## config.mk

```make
export PLATFORM = sky130hd
export DESIGN_NAME = mvdec_top
export DESIGN_NICKNAME = d
export VERILOG_FILES = /design/src/rtl/mvdec_pkg.sv /design/src/rtl/mvdec_field_split.sv /design/src/rtl/mvdec_prefix.sv /design/src/rtl/mvdec_outreg.sv /design/src/rtl/mvdec_top.sv
export SDC_FILE = /design/constraint.sdc
export NUM_CORES = 1
export LEC_CHECK = 0
export BUFFER_PORTS_ARGS = -buffer_cell sky130_fd_sc_hd__buf_2
export CORE_UTILIZATION = 50
export DETAILED_ROUTE_END_ITERATION = 10
export PLACE_DENSITY_LB_ADDON = 0.12
export SYNTH_ARGS = -nofsm -noshare
export SYNTH_HDL_FRONTEND = slang
export SYNTH_SLANG_ARGS = --single-unit
```

## constraint.sdc

```tcl
create_clock -name clk -period 3.8 [get_ports clk]
set_clock_uncertainty 0.2 [all_clocks]
set_input_delay 0.57 -clock clk [delete_from_list [all_inputs] [get_ports clk]]
set_output_delay 0.57 -clock clk [all_outputs]
set_load 0.03 [all_outputs]
```

## src/rtl/mvdec_pkg.sv

```systemverilog
package mvdec_pkg;
  typedef enum logic {
    SRC_IMM = 1'b0,
    SRC_REG = 1'b1
  } src_kind_e;
endpackage

```

## src/rtl/mvdec_field_split.sv

```systemverilog
module mvdec_field_split #(
  parameter int IMM_W  = 8,
  parameter int MOD_W  = 4,
  parameter int DSUB_W = 3,
  localparam int SIDX_W = IMM_W - MOD_W,
  localparam int WORD_W = 1 + DSUB_W + MOD_W + IMM_W
) (
  input  logic [WORD_W-1:0] word,
  output mvdec_pkg::src_kind_e kind,
  output logic [IMM_W-1:0]  imm,
  output logic [MOD_W-1:0]  src_mod,
  output logic [SIDX_W-1:0] src_idx,
  output logic [MOD_W-1:0]  dst_mod,
  output logic [DSUB_W-1:0] dst_sub
);
  logic [IMM_W-1:0] low_field;

  always_comb begin
    low_field = word[IMM_W-1:0];
    kind      = mvdec_pkg::src_kind_e'(word[WORD_W-1]);
    dst_mod   = word[IMM_W +: MOD_W];
    dst_sub   = word[IMM_W+MOD_W +: DSUB_W];
    if (kind == mvdec_pkg::SRC_REG) begin
      imm     = '0;
      src_mod = low_field[MOD_W-1:0];
      src_idx = low_field[IMM_W-1:MOD_W];
    end else begin
      imm     = low_field;
      src_mod = '0;
      src_idx = '0;
    end
  end
endmodule

```

## src/rtl/mvdec_prefix.sv

```systemverilog
module mvdec_prefix #(
  parameter int IMM_W   = 8,
  parameter int MOD_W   = 4,
  parameter int DSUB_W  = 3,
  parameter int PFX_W   = 2,
  parameter int PFX_MOD = 11,
  parameter int PFX_IDX = 0,
  localparam int DIDX_W = DSUB_W + PFX_W
) (
  input  logic              clk,
  input  logic              rst,
  input  logic              accept,
  input  mvdec_pkg::src_kind_e kind,
  input  logic [IMM_W-1:0]  imm,
  input  logic [MOD_W-1:0]  dst_mod,
  input  logic [DSUB_W-1:0] dst_sub,
  output logic [PFX_W-1:0]  pfx_q,
  output logic [DIDX_W-1:0] full_idx,
  output logic              pfx_hit
);
  always_comb begin
    full_idx = {pfx_q, dst_sub};
    pfx_hit  = (kind == mvdec_pkg::SRC_IMM) &&
               (dst_mod == MOD_W'(PFX_MOD)) &&
               (full_idx == DIDX_W'(PFX_IDX));
  end

  always_ff @(posedge clk) begin
    if (rst) begin
      pfx_q <= '0;
    end else if (accept) begin
      if (pfx_hit) pfx_q <= imm[PFX_W-1:0];
      else         pfx_q <= '0;
    end
  end
endmodule

```

## src/rtl/mvdec_outreg.sv

```systemverilog
module mvdec_outreg #(
  parameter int IMM_W  = 8,
  parameter int MOD_W  = 4,
  parameter int SIDX_W = 4,
  parameter int DIDX_W = 5
) (
  input  logic              clk,
  input  logic              rst,
  input  logic              load,
  input  logic              is_reg,
  input  logic [IMM_W-1:0]  imm,
  input  logic [MOD_W-1:0]  src_mod,
  input  logic [SIDX_W-1:0] src_idx,
  input  logic [MOD_W-1:0]  dst_mod,
  input  logic [DIDX_W-1:0] dst_idx,
  output logic              v_q,
  output logic              is_reg_q,
  output logic [IMM_W-1:0]  imm_q,
  output logic [MOD_W-1:0]  src_mod_q,
  output logic [SIDX_W-1:0] src_idx_q,
  output logic [MOD_W-1:0]  dst_mod_q,
  output logic [DIDX_W-1:0] dst_idx_q
);
  always_ff @(posedge clk) begin
    if (rst) begin
      v_q       <= 1'b0;
      is_reg_q  <= 1'b0;
      imm_q     <= '0;
      src_mod_q <= '0;
      src_idx_q <= '0;
      dst_mod_q <= '0;
      dst_idx_q <= '0;
    end else begin
      v_q <= load;
      if (load) begin
        is_reg_q  <= is_reg;
        imm_q     <= imm;
        src_mod_q <= src_mod;
        src_idx_q <= src_idx;
        dst_mod_q <= dst_mod;
        dst_idx_q <= dst_idx;
      end
    end
  end
endmodule

```

## src/rtl/mvdec_top.sv

```systemverilog
module mvdec_top #(
  parameter int IMM_W   = 8,
  parameter int MOD_W   = 4,
  parameter int DSUB_W  = 3,
  parameter int PFX_W   = 2,
  parameter int PFX_MOD = 11,
  parameter int PFX_IDX = 0,
  localparam int SIDX_W = IMM_W - MOD_W,
  localparam int DIDX_W = DSUB_W + PFX_W,
  localparam int WORD_W = 1 + DSUB_W + MOD_W + IMM_W
) (
  input  logic              clk,
  input  logic              rst,
  input  logic              in_valid,
  input  logic [WORD_W-1:0] in_word,
  output logic              out_valid,
  output logic              out_is_reg,
  output logic [IMM_W-1:0]  out_imm,
  output logic [MOD_W-1:0]  out_src_mod,
  output logic [SIDX_W-1:0] out_src_idx,
  output logic [MOD_W-1:0]  out_dst_mod,
  output logic [DIDX_W-1:0] out_dst_idx
);
  mvdec_pkg::src_kind_e kind;
  logic [IMM_W-1:0]  imm;
  logic [MOD_W-1:0]  src_mod;
  logic [SIDX_W-1:0] src_idx;
  logic [MOD_W-1:0]  dst_mod;
  logic [DSUB_W-1:0] dst_sub;
  logic [PFX_W-1:0]  pfx_q;
  logic [DIDX_W-1:0] full_idx;
  logic              pfx_hit;
  logic              load;

  mvdec_field_split #(.IMM_W(IMM_W), .MOD_W(MOD_W), .DSUB_W(DSUB_W)) split_i (
    .word(in_word), .kind(kind), .imm(imm), .src_mod(src_mod),
    .src_idx(src_idx), .dst_mod(dst_mod), .dst_sub(dst_sub)
  );

  mvdec_prefix #(
    .IMM_W(IMM_W), .MOD_W(MOD_W), .DSUB_W(DSUB_W), .PFX_W(PFX_W),
    .PFX_MOD(PFX_MOD), .PFX_IDX(PFX_IDX)
  ) pfx_i (
    .clk(clk), .rst(rst), .accept(in_valid), .kind(kind), .imm(imm),
    .dst_mod(dst_mod), .dst_sub(dst_sub), .pfx_q(pfx_q),
    .full_idx(full_idx), .pfx_hit(pfx_hit)
  );

  assign load = in_valid && !pfx_hit;

  mvdec_outreg #(.IMM_W(IMM_W), .MOD_W(MOD_W), .SIDX_W(SIDX_W), .DIDX_W(DIDX_W)) out_i (
    .clk(clk), .rst(rst), .load(load), .is_reg(kind == mvdec_pkg::SRC_REG),
    .imm(imm), .src_mod(src_mod), .src_idx(src_idx), .dst_mod(dst_mod),
    .dst_idx(full_idx), .v_q(out_valid), .is_reg_q(out_is_reg),
    .imm_q(out_imm), .src_mod_q(out_src_mod), .src_idx_q(out_src_idx),
    .dst_mod_q(out_dst_mod), .dst_idx_q(out_dst_idx)
  );
endmodule

```

-- After elaboration in Yosys (flattened, before gate mapping)
Cells that the tools add are included.
- word-level logic and storage cells: 19
- output and inout port bits: 27
- input bits: 19
- bits in registers: 29
- bitwise operators: 1
- reduce and logical (&&, ||, !) cells: 5
- equal/unequal tests: 1
- mux-type cells: 4
- operators with widths (operator ; count):
    4-bit two-way mux ; 2
    8-bit two-way mux ; 1
    5-bit zero test ; 1
    4-bit equality test, second input constant ; 1
    1-bit logical AND ; 3
    2-bit two-way mux ; 1
    1-bit zero test ; 1
    1-bit NOT ; 1

-- Longest topological paths before layout
Gate-level depths: netlist of the first run.
- depth in word-level cells: 5
- gate-level depth with buffers: 5
- gate-level depth less buffers: 3

-- Hierarchy
A second synthesis of the first run with hierarchy kept.
- cells, all modules: 130
- area, all modules: 1310.0 um2
- modules (own cells, without submodules) (module ; area each (um2) ; seq. area each (um2) ; instances ; cells an instance):
    mvdec_outreg ; 970.9 ; 540.5 ; 1 ; 86
    mvdec_field_split ; 178.9 ; 0.0 ; 1 ; 25
    mvdec_prefix ; 146.4 ; 40.0 ; 1 ; 18
    mvdec_top ; 13.8 ; 0.0 ; 1 ; 1

-- Worst setup path before layout of the first run
Ideal clock, no wire load.
- kind: input to register
- from: in in_word[15]
- to: reg out_i.v_q
- path buffers: 1
- path slack: 1992 ps
- stages on the path: 4
- library setup time: 115 ps
- required time: 3485 ps
- arrival time: 1493 ps
- cell sequence: nor4b_4 a31oi_4 buf_6 and2_1
- longest elaborated chain between the ends: 5
- ends and longest elaborated chain (element ; line ; source):
    start: declaration ; mvdec_top.sv:15 ; input logic [WORD_W-1:0] in_word,
    1-bit NOT ; mvdec_prefix.sv:23 ; pfx_hit = (kind == mvdec_pkg::SRC_IMM) &&
    1-bit logical AND ; mvdec_prefix.sv:23 ;
    1-bit logical AND ; mvdec_prefix.sv:24 ; (dst_mod == MOD_W'(PFX_MOD)) &&
    1-bit zero test ; mvdec_top.sv:49 ; assign load = in_valid && !pfx_hit;
    1-bit logical AND ; mvdec_top.sv:49 ;
    end signal: assignment ; mvdec_outreg.sv:34 ; v_q <= load;
    end: declaration ; mvdec_outreg.sv:16 ; output logic v_q,
Every way passes these cells.
A chain may end at the register's enable or synchronous reset.

-- Final worst setup path of the first run
Ends and elaborated chain as after synthesis.

==> results of run 1 <==
-- stage by stage --
| step | total power [mW] | hold WS [ns] | utilization | instances | setup WS [ns] |
|---|---|---|---|---|---|
| after floorplan | 0.392 | 0.277 | - | 120 | 1.99 |
| after global placement | 0.420 | 0.241 | 0.631 | 186 | 1.64 |
| after detailed placement | 0.422 | 0.243 | 0.631 | 186 | 1.60 |
| after CTS | 0.592 | 0.261 | 0.653 | 194 | 1.95 |
| after global routing | 0.614 | 0.256 | 0.653 | 194 | 1.85 |
| final | 0.588 | 0.259 | 0.653 | 194 | 1.95 |
-- worst min-delay path by stage --
stage	from	end	slack (ns)	depth (start not counted)
2_1_floorplan	pfx_i.pfx_q[0]	pfx_i.pfx_q[0]	0.28	2
3_3_place_gp	out_i.dst_idx_q[1]	out_i.dst_idx_q[1]	0.24	2
3_5_place_dp	out_i.imm_q[4]	out_i.imm_q[4]	0.24	2
4_1_cts	out_i.imm_q[6]	out_i.imm_q[6]	0.26	2
5_1_grt	in_word[6]	out_i.src_idx_q[2]	0.26	2
6_report	out_i.imm_q[6]	out_i.imm_q[6]	0.26	2
-- cells by family after synthesis --
group / Yosys count / share of synthesized area
and+or+nand+nor: 51 / 0.234
muxes: 10 / 0.0854
DFF: 29 / 0.495
AOI/OAI and AO/OA: 21 / 0.148
buffers and inverters: 9 / 0.0373
-- metal layers --
layer	up-vias	wire length [um]
li1	517	-
met1	452	1200
met2	38	1040
met3	0	142
met4	0	0
met5	-	0
-- worst max-delay path, cell delays in order --
cell     delay (ns)
buf_2          0.16
nor4b_4        0.43
a31oi_4        0.40
and2_1         0.30
-- registers in the layout, indices dropped and copies added (netlist names) --
name / cells
out_i.v_q: 1
out_i.dst_mod_q: 4
out_i.src_idx_q: 4
out_i.dst_idx_q: 5
pfx_i.pfx_q: 2
out_i.is_reg_q: 1
out_i.src_mod_q: 4
out_i.imm_q: 8
-- synthesized netlist by cell type (all sizes together) --
library cell,number,area share
nand2,34,0.11
dfxtp,29,0.50
mux2i,10,0.085
nand3b,8,0.051
o2bb2ai,8,0.060
o22ai,6,0.032
and2,4,0.021
clkbuf,4,0.013
a31oi,3,0.029
buf,3,0.018
a21oi,2,0.0085
inv,2,0.0064
nand4,2,0.011
o221a,2,0.019
nor2,1,0.0032
nor4,1,0.018
nor4b,1,0.020
-- power groups by stage --
stage | registers, mW | logic [mW] | clock network, mW
floorplan | 0.355 | 0.0370 | 0
global placement | 0.329 | 0.0917 | 0
detailed placement | 0.329 | 0.0927 | 0
CTS | 0.322 | 0.0933 | 0.176
global route | 0.323 | 0.0998 | 0.191
finish | 0.322 | 0.0929 | 0.173
-- area by class of cell --
type                            count  area share
Tap cell                           28      0.0242
Inverter                            2     0.00519
Multi-Input combinational cell     82       0.379
Timing Repair Buffer               45       0.156
Sequential cell                    29       0.402
Clock buffer                        8      0.0338
==> flow_summary.toml, run 1 <==
[grt]
grt_max_degree = 38
antenna_found_initial = 0
top_usage_layer = "met2"
globalRouteTotalUtil = 0.202
gr-usage-met1 = 0.263
final_global_route_overflow_total = 0
grt_pass1_wl_um = 3790
met3_usage = 0.0909
global_route.usage.met2 = 0.300
grt_pass1_vias = 846

[finish]
layout_common_cells = "buf_2, nand2_1, dfxtp_1"
layout_commonest_cell = "buf_2"
area_growth_pct = 23.3
fin_nets = 184
multi_input_logic_area_sq_um = 548
post_route_cells_drive_above_1_share = 0.337
fillCellCount = 207
num_antenna_cells = 0
fin_area_sq_mm = 0.00145
ff_latch_area_sq_um = 581

[yosys]
syn-mean-instance-area_sq_um = 9.77
mappedNetlistArea_sq_mm = 0.00117
synth-seq-area-share = 0.495
yosys_warnings = 0
synth_seq_cells = 29
syn-num-nets = 139
synthCells = 120
yosys.cell_types.count = 20

[clock_tree]
clock_slew_at_reported_path_ffs_ns = 0.09
tritoncts = "done"
cts-resized-gates = 0
cts_hold_buffers = 0
cts_post_setup_buffers_inserted = 0
cts_made_buffers = 5
maximum_level_of_the_cts_h_tree = 2
cts_buffer_depth = 2
worst_skew_pair.late_latency_ns = 0.31
cts.root.buffer_cell = "clkbuf_4"
tritoncts_num_sinks = 29

[setup_path]
crit_start = "in_word[15]"
setup_slack_of_the_worst_register_to_register_path_ns = 2.01
destination_of_the_worst_register_to_register_timing_path = "out_i.v_q"
critical_path_arrival_ns = 1.86
path_max_fanout = 25
crit_type = "input port to flop"
worst_setup_path_start_kind = "input port"
crit_path_end_kind = "flop"
timing.rr.start = "pfx_i.pfx_q[0]"
timing.critical_path.required_ns = 3.81
reg2regPathDepth = 3
critPathCapture = "out_i.v_q"

[floorplanning]
core_sq_mm = 0.00221
row_count = 17
design.portCount = 46
die_h_um = 50.4
horiz_die_dim_um = 50.4
design.die.area_sq_mm = 0.00254
floorplan.initialDensity = 0.530

[drt]
drt_pre_antenna_iters = 4
wl_per_cell_um = 12.3
detail_route.vias_per_cell = 5.19
dr.first_iter.drc_count = 14
drcViolationCount = 0
route.antenna.remaining_nets = 0
num_vias = 1007
routed_wirelength_um = 2390

[placed_design]
place_hpwl_um = 1620
io_buf_count = 45
placedInstanceArea_sq_mm = 0.00140
global_placer_s_final_weighted_congestion = 0.764

[timing]
final-setup-viol-count = 0
finalHoldViolCount = 0
layout_worst_path_cycle_share = 0.486
rsz0062_at_grt = "no"
timing.slew.headroom = 0.453
worst_pin_slew_ns = 0.820
post_layout_min_period_ns = 1.85
totalNegativeSetupSlack_ns = 0
timing.final.max_slew_violations = 0
max_clock_freq_ghz = 0.542

[pwr]
internal-power_mw = 0.421
powerDensity_mw_per_mm2 = 407
p_sw_mw = 0.166
power.sequential.fraction = 0.548
power.clock.fraction = 0.294
total_leakage_power_nw = 0.646
switching_power_as_a_share_of_total_power = 0.283
combinationalPowerShare = 0.158
worst_ir_drop_vdd_v = 0.000291

[flow_run]
max_cap_violations = 0

[min_path]
min-delay-path-class = "flop to flop"

[outcome]
run_status = "finished, final reports clean"
No activity file was read; power rests on OpenSTA's default activity.
==> run 2: changes to the inputs <==
Settings changed: CORE_UTILIZATION 50 to 47.
Clock period 3.8 ns to 1.8 ns, I/O delays scaled along.
==> flow_summary.toml, run 2 (synthesized netlist as in run 1, its figures left out) <==
[floorplanning]
design.die.area_sq_mm = 0.00270
row_count = 17
core_sq_mm = 0.00228
die_h_um = 51.9
floorplan.initialDensity = 0.515
design.portCount = 46
horiz_die_dim_um = 51.9

[grt]
globalRouteTotalUtil = 0.235
grt_pass1_vias = 1023
final_global_route_overflow_total = 0
grt_pass1_wl_um = 4510
met3_usage = 0.108
grt_max_degree = 26
top_usage_layer = "met2"
global_route.usage.met2 = 0.346
gr-usage-met1 = 0.291
antenna_found_initial = 0

[timing]
post_layout_min_period_ns = 1.64
layout_worst_path_cycle_share = 0.912
totalNegativeSetupSlack_ns = 0
timing.slew.headroom = 0.565
timing.final.max_slew_violations = 0
finalHoldViolCount = 0
max_clock_freq_ghz = 0.609
final-setup-viol-count = 0
timing.hold.ws_ns = 0.0223
finalWorstSetupSlack_ns = 0.158
rsz0062_at_grt = "no"
worst_pin_slew_ns = 0.651

[setup_path]
reg2regPathDepth = 3
path_max_fanout = 12
timing.critical_path.slowest_cell_delay_ns = 0.39
destination_of_the_worst_register_to_register_timing_path = "out_i.v_q"
crit_path_end_kind = "flop"
worst_setup_path_start_kind = "flop"
timing.rr.start = "pfx_i.pfx_q[0]"
cp_cell_sequence = "nor4_4 > a31oi_2 > and2_1"
setup_slack_of_the_worst_register_to_register_path_ns = 0.16
critical_path_arrival_ns = 1.66
cp_slowest_cell = "nor4_4"
timing.critical_path.required_ns = 1.81
crit_type = "flop to flop"

[finish]
flip_flop_count_of_the_largest_register_after_layout = 8
top_register = "out_i.imm_q"
layout_common_cells = "buf_2, nand2_1, dfxtp_1"
layout_commonest_cell = "buf_2"
area_growth_pct = 37.4
fin_nets = 201
stdcell_count = 211
top_regs = "out_i.imm_q: 8 flops, out_i.dst_idx_q: 5 flops"
post_route_cells_drive_above_1_share = 0.355
num_antenna_cells = 0

[pwr]
internal-power_mw = 0.914
worst_ir_drop_vdd_v = 0.000646
total_leakage_power_nw = 0.726
p_sw_mw = 0.354
power.sequential.fraction = 0.537
combinationalPowerShare = 0.180
powerDensity_mw_per_mm2 = 788
switching_power_as_a_share_of_total_power = 0.279
power.clock.fraction = 0.283
total_power_after_layout_mw = 1.27

[clock_tree]
cts_post_setup_buffers_inserted = 0
cts_buffer_depth = 2
tritoncts_num_sinks = 29
clock_slew_at_reported_path_ffs_ns = 0.09
cts-resized-gates = 0
worst_skew_pair.late_latency_ns = 0.32
cts_made_buffers = 5
maximum_level_of_the_cts_h_tree = 2
cts.root.buffer_cell = "clkbuf_4"
tritoncts = "done"

[min_path]
min-delay-path-class = "input port to flop"
min_to = "out_i.dst_mod_q[3]"
hold_wc_startpoint = "in_word[11]"
hold-path-cell-count = 3

[placed_design]
placed_cells = 194
preCtsSetupSlack_ns = -0.0484
global_placer_s_final_weighted_congestion = 0.762
place_hpwl_um = 1810
io_buf_count = 45

[drt]
detail_route.vias_per_cell = 5.07
wl_per_cell_um = 12.8
num_vias = 1069
routed_wirelength_um = 2700
drt_pre_antenna_iters = 4
drcViolationCount = 0
route.antenna.remaining_nets = 0
dr.first_iter.drc_count = 10

[flow_run]
max_cap_violations = 0

[outcome]
run_status = "finished, final reports clean"
[run 2: cell count changes in the layout (fill, tap and decap cells not counted), sizes merged]
cell	delta
dlygate4sd3	+8
a31oi	+1
buf	+8
[run 2: per-layer routing]
layer,wire length (um),up-vias
li1,-,555
met1,1300,480
met2,1240,32
met3,138,2
met4,17,0
met5,0,-
[run 2: timing repair]
action                     4_1_cts  5_1_grt
setup endpoints to repair        0       11
hold endpoints to repair         8        0
hold buffers                     8        0
[run 2: cell type report]
type / count / area [sq um]
clock buffer: 8 / 48.8
fill: 181 / 666
inverter: 2 / 7.51
multi-input combinational: 83 / 561
sequential: 29 / 581
tap: 28 / 35.0
timing repair buffer: 61 / 378
[run 2: worst max-delay path by stage]
stage                     cells past startpoint                 end            from  slack, ns
after floorplan                               4           out_i.v_q  pfx_i.pfx_q[1]       0.25
after global placement                        4      out_i.imm_q[3]      in_word[9]      0.004
after detailed placement                      4  out_i.dst_mod_q[3]      in_word[9]      -0.05
after CTS                                     3      out_i.imm_q[7]  pfx_i.pfx_q[0]       0.08
after global routing                          3           out_i.v_q  pfx_i.pfx_q[0]       0.08
final                                         3           out_i.v_q  pfx_i.pfx_q[0]       0.16
[run 2: critical path, delay by kind of cell (launching register included)]
| kind | cells | cell delay, ns |
|---|---|---|
| flops | 1 | 0.36 |
| compound gates | 1 | 0.33 |
| simple gates | 2 | 0.65 |
[run 2: through the flow]
step | utilization | area, sq um
CTS | 0.702 | 1600
finish | 0.708 | 1610
global placement | 0.645 | 1470
floorplan | - | 1170
global route | 0.708 | 1610
detailed placement | 0.645 | 1470
[run 2: power groups by stage]
stage	registers, mW	logic, mW	clock network (mW)
final	0.681	0.229	0.359
after global routing	0.685	0.246	0.409
after CTS	0.681	0.225	0.371
after detailed placement	0.695	0.212	0
after global placement	0.694	0.208	0
after floorplan	0.748	0.0781	0
